<file path="src/rtl/cwseq_pkg.sv">
package cwseq_pkg;

    parameter int unsigned CW_W  = 8;
    parameter int unsigned RPT_W = 4;
    localparam int unsigned TLEN = 1 << RPT_W;

    typedef struct packed {
        logic             ext;
        logic [RPT_W-1:0] rpt;
        logic [CW_W-1:0]  word;
    } sect_t;

    function automatic logic [TLEN-1:0] rpt_onehot(input logic [RPT_W-1:0] r);
        logic [TLEN-1:0] v;
        v    = '0;
        v[r] = 1'b1;
        return v;
    endfunction

endpackage

</file>
<file path="src/rtl/cwseq_strobe_sync.sv">
module cwseq_strobe_sync (
    input  logic clk,
    input  logic rst,
    input  logic async_i,
    output logic rise_o
);

    logic [2:0] sh_q;

    always_ff @(posedge clk) begin
        if (rst) sh_q <= '0;
        else     sh_q <= {sh_q[1:0], async_i};
    end

    assign rise_o = sh_q[1] & ~sh_q[2];

endmodule

</file>
<file path="src/rtl/cwseq_rpt_timer.sv">
module cwseq_rpt_timer
    import cwseq_pkg::*;
(
    input  logic             clk,
    input  logic             rst,
    input  logic [RPT_W-1:0] rpt_i,
    output logic             expire_o,
    output logic [TLEN-1:0]  timer_o
);

    logic [TLEN-1:0] timer_q;

    always_ff @(posedge clk) begin
        if (rst)             timer_q <= TLEN'(1);
        else if (timer_q[0]) timer_q <= rpt_onehot(rpt_i);
        else                 timer_q <= timer_q >> 1;
    end

    assign expire_o = timer_q[0];
    assign timer_o  = timer_q;

endmodule

</file>
<file path="src/rtl/cwseq_stage_chain.sv">
module cwseq_stage_chain
    import cwseq_pkg::*;
#(
    parameter int unsigned DEPTH = 4
) (
    input  logic  clk,
    input  logic  rst,
    input  logic  adv_i,
    input  sect_t in_sect_i,
    output sect_t bottom_o,
    output logic  top_take_o,
    output logic  top_ext_o,
    output logic  all_ext_o
);

    sect_t            stg_q [DEPTH];
    logic [DEPTH-1:0] hole;
    logic [DEPTH-1:0] take;

    // cascaded OR: a stage moves if any stage at or below it is internal
    always_comb begin
        logic acc;
        acc = 1'b0;
        for (int i = 0; i < int'(DEPTH); i++) begin
            acc     = acc | ~stg_q[i].ext;
            hole[i] = acc;
        end
    end

    genvar g;
    generate
        for (g = 0; g < int'(DEPTH); g++) begin : g_stage
            sect_t nxt;
            assign take[g] = adv_i | hole[g];
            if (g == int'(DEPTH) - 1) begin : g_top
                assign nxt = in_sect_i;
            end else begin : g_mid
                assign nxt = stg_q[g+1];
            end
            always_ff @(posedge clk) begin
                if (rst)          stg_q[g] <= '0;
                else if (take[g]) stg_q[g] <= nxt;
            end
        end
    endgenerate

    assign bottom_o   = stg_q[0];
    assign top_take_o = take[DEPTH-1];
    assign top_ext_o  = stg_q[DEPTH-1].ext;
    assign all_ext_o  = ~hole[DEPTH-1];

endmodule

</file>
<file path="src/rtl/cwfifo_seq.sv">
module cwfifo_seq
    import cwseq_pkg::*;
#(
    parameter int unsigned DEPTH = 4
) (
    input  logic             clk,
    input  logic             rst,
    input  logic             strobe_i,
    input  logic [CW_W-1:0]  ext_word_i,
    input  logic [RPT_W-1:0] ext_rpt_i,
    output logic             busy_o,
    output logic [CW_W-1:0]  dp_word_o
);

    logic            strb_rise;
    logic            expire;
    logic [TLEN-1:0] tmr_vec;
    logic            top_take;
    logic            top_ext;
    logic            all_ext;
    logic            busy_q;
    logic [CW_W-1:0] dp_q;
    sect_t           in_sect;
    sect_t           bottom;

    cwseq_strobe_sync i_sync (
        .clk     (clk),
        .rst     (rst),
        .async_i (strobe_i),
        .rise_o  (strb_rise)
    );

    // inputs gated with busy: no offer means an internal zero entry
    always_comb begin
        in_sect = '0;
        if (busy_q) begin
            in_sect.ext  = 1'b1;
            in_sect.rpt  = ext_rpt_i;
            in_sect.word = ext_word_i;
        end
    end

    cwseq_stage_chain #(.DEPTH(DEPTH)) i_chain (
        .clk        (clk),
        .rst        (rst),
        .adv_i      (expire),
        .in_sect_i  (in_sect),
        .bottom_o   (bottom),
        .top_take_o (top_take),
        .top_ext_o  (top_ext),
        .all_ext_o  (all_ext)
    );

    cwseq_rpt_timer i_tmr (
        .clk      (clk),
        .rst      (rst),
        .rpt_i    (bottom.rpt),
        .expire_o (expire),
        .timer_o  (tmr_vec)
    );

    always_ff @(posedge clk) begin
        if (rst)                     busy_q <= 1'b0;
        else if (busy_q && top_take) busy_q <= 1'b0;
        else if (!busy_q && strb_rise) busy_q <= 1'b1;
    end

    always_ff @(posedge clk) begin
        if (rst)         dp_q <= '0;
        else if (expire) dp_q <= bottom.word;
    end

    assign busy_o    = busy_q;
    assign dp_word_o = dp_q;

endmodule

</file>
<file path="config.mk">
export PLATFORM = sky130hd
export DESIGN_NAME = cwfifo_seq
export DESIGN_NICKNAME = d
export VERILOG_FILES = /design/src/rtl/cwseq_pkg.sv /design/src/rtl/cwseq_strobe_sync.sv /design/src/rtl/cwseq_rpt_timer.sv /design/src/rtl/cwseq_stage_chain.sv /design/src/rtl/cwfifo_seq.sv
export SDC_FILE = /design/constraint.sdc
export NUM_CORES = 1
export LEC_CHECK = 0
export ABC_CLOCK_PERIOD_IN_PS = 2200
export BUFFER_PORTS_ARGS = -buffer_cell sky130_fd_sc_hd__buf_2
export CAP_MARGIN = 20
export CORE_MARGIN = 2
export CORE_UTILIZATION = 60
export CTS_BUF_LIST = sky130_fd_sc_hd__clkbuf_4 sky130_fd_sc_hd__clkbuf_8
export CTS_CLUSTER_SIZE = 8
export DETAILED_ROUTE_END_ITERATION = 8
export PLACE_DENSITY = 0.85
export RECOVER_POWER = 100
export SYNTH_ARGS = -nofsm -noshare
export SYNTH_HDL_FRONTEND = slang
export SYNTH_SLANG_ARGS = --single-unit
</file>
<file path="constraint.sdc">
create_clock -name clk -period 2.2 [get_ports clk]
set_input_delay 0.33 -clock clk [delete_from_list [all_inputs] [get_ports clk]]
set_output_delay 0.33 -clock clk [all_outputs]
set_load 0.05 [all_outputs]
</file>
==> flow_metrics.env <==
export IMPL_crit_type="register to register"
export IMPL_synthTopCellsByArea="edfxtp_1 50%, dfxtp_1 18%, nor3b_1 9.3%"
export IMPL_drc=0
export IMPL_clockRootBuffer="clkbuf_8"
export IMPL_gp_congestion=0.8590
export IMPL_hold_path_class="input pin to register"
export IMPL_cap_violations=0
export IMPL_num_vias=1763
export IMPL_clk_pin_slew_worst_paths_ps=70
export IMPL_tns_ps=0
export IMPL_crit_path_cell_trace="nor2_1, clkbuf_1, nand4_1, clkbuf_1"
export IMPL_maxSlewViolCount=0
export IMPL_reg2reg_slack_ps=520
export IMPL_synth_common_cells="52 x edfxtp_1, 39 x nor3b_1, 28 x dfxtp_1"
export IMPL_r2r_start="i_tmr.timer_o[0]"
export IMPL_timing_critical_path_buf_inv=2
export IMPL_yosysWarnings=0
export IMPL_synthArstFlopShare_pct=0
export IMPL_dp_cells=316
export IMPL_track_usage_pct=17.53
export IMPL_critPathTopFamily="buffers and inverters"
export IMPL_syn_area_per_cell_sq_um=13.57
export IMPL_ys_seq_elements=80
export IMPL_htreeDepth=3
export IMPL_rows=26
export IMPL_portBuffers=23
export IMPL_hold_violations=0
export IMPL_ios=24
export IMPL_ir_worst_vdd_uv=472.1
export IMPL_synthCells=232
export IMPL_clock_sinks=80
export IMPL_ant_nets=0
export IMPL_numCtsBuffers=9
export IMPL_worstPathRequired_ps=2180
export IMPL_drt_total_wl_microns=4493
export IMPL_grt_max_degree=41
export IMPL_syn2layout_area_growth_pct=10.97
export IMPL_yosysMostFrequentCell="edfxtp_1"
export IMPL_grt_pass1_wl_microns=7866
export IMPL_p_leak_uw=0.001369
export IMPL_synth_area_leader_cell="edfxtp_1"
export IMPL_worst_path_stages=4
export IMPL_drt_iter0_drc=103
export IMPL_die_x_microns=76.45
export IMPL_hpwl_microns=2949
export IMPL_min_path_cells=2
export IMPL_routedWlPerCell_microns=13.57
export IMPL_cp_max_fo=13
export IMPL_start_util_pct=62.06
export IMPL_cp_common_cell="clkbuf_1"
export IMPL_clock_skew_final_ps=6.673
export IMPL_worst_pin_slew_ps=957.7
export IMPL_synth_cell_types=31
export IMPL_finalSetupViolCount=0
export IMPL_syn_num_nets=247
export IMPL_period_share_pct=76.29
export IMPL_powerDensity_mw_per_mm2=828.1
export IMPL_die_area_sq_mm=0.005845
export IMPL_hp_start="strobe_i"
export IMPL_slowest_delay_ps=520
export IMPL_slew_headroom_pct=36.15
export IMPL_drt_pass1_iterations=4
export IMPL_min_period_ps=1678
export IMPL_antenna_found_initial=0
export IMPL_cts_setup_buffers=0
export IMPL_num_antenna_cells=0
export IMPL_cts_tree="done"
export IMPL_r2r_cells=4
export IMPL_clkLatencyLatePin_ps=340
export IMPL_fillerInstances=365
export IMPL_die_h_microns=76.45
export IMPL_ys_seq_area_share_pct=67.38
export IMPL_yosys_area_top_type_share_pct=49.58
export IMPL_grt_pass1_vias=1717
export IMPL_slowest_stage="clkbuf_1"
export IMPL_rsz0062_at_grt="false"
export IMPL_syn_area_sq_mm=0.003149
export IMPL_synth_edf_count=52
export IMPL_overflow=0
export IMPL_end_kind="register"
export IMPL_vias_per_cell=5.326
export IMPL_timing_fmax_mhz=595.8
export IMPL_coreArea_sq_mm=0.005075
export IMPL_drive_above_1_share_pct=13.79
export IMPL_nets=272
export IMPL_post_cts_resized=0
export IMPL_crit_start="i_tmr.timer_o[0]"
export IMPL_worst_setup_path_start_kind="register"
export IMPL_synth_flop_cell="edfxtp_1"
export IMPL_finalNonFillerCells=331
export IMPL_seq_area_sq_mm=0.002122
export IMPL_status="complete, no violations"
export IMPL_critPathArrivalTime_ps=1660
export IMPL_cts_hold_buf=0
export IMPL_multi_input_area_sq_um=817.0
export IMPL_cts_buffer_depth=2
[power by group]
group	switching [uW]	internal (uW)
combinational	32.9	20.3
sequential	2.93	1590
clock	480	770
[flip-flops by register name (all words and copies together), names as in the netlist]
signal,cells
i_tmr.timer_o,16
i_chain.stg_q,52
dp_word_o,8
i_sync.sh_q,3
busy_o,1
[layout make-up]
class                      instances  area share [%]
multi-input combinational        111           23.38
sequential                        80           60.72
inverter                          24           2.578
clock buffer                      11           3.974
timing repair buffer              31           4.153
clock inverter                     4           2.685
tap                               70           2.506
[stage by stage]
step	setup slack, ps	cell area (sq um)	total power [uW]	hold slack [ps]	util (%)
floorplan	555.8	3149	1660	410.0	-
global placement	726.5	3317	1679	417.8	65.36
detailed placement	639.1	3317	1681	419.3	65.36
CTS	616.2	3550	2921	187.6	69.95
global route	396.6	3495	2994	192.6	68.86
finish	521.7	3495	2894	202.0	68.86
[path summary, 6_finish.rpt]
path	end
max	i_chain.stg_q[1][11]
min	i_sync.sh_q[0]
max reg2reg	i_chain.stg_q[1][11]
min reg2reg	i_tmr.timer_o[11]
[kinds of logic after synthesis]
logic type	after synthesis	synth area share [%]
mux	8	2.543
simple gates	74	15.93
buf+inv	41	5.880
compound gates	29	8.264
flops	80	67.38
[metal layers]
| layer | part of all wire (%) | routed length, microns | GRT usage [%] | vias up |
|---|---|---|---|---|
| li1 | - | - | - | 895 |
| met3 | 4.2 | 189 | 7.583 | 8 |
| met5 | 0 | 0 | 0 | - |
| met4 | 1.8 | 82 | 9.091 | 0 |
| met2 | 49 | 2204 | 27.08 | 32 |
| met1 | 45 | 2016 | 20.92 | 828 |
[cells in the final DEF (no fill, tap or decap), types with 9 or more instances in the layout]
cell type,n
nor2_1,10
a211oi_1,12
inv_1,24
edfxtp_1,52
o32ai_1,10
clkbuf_1,14
buf_2,13
clkbuf_8,9
nor3b_1,39
dfxtp_1,28
No activity file was read; power rests on OpenSTA's default activity.
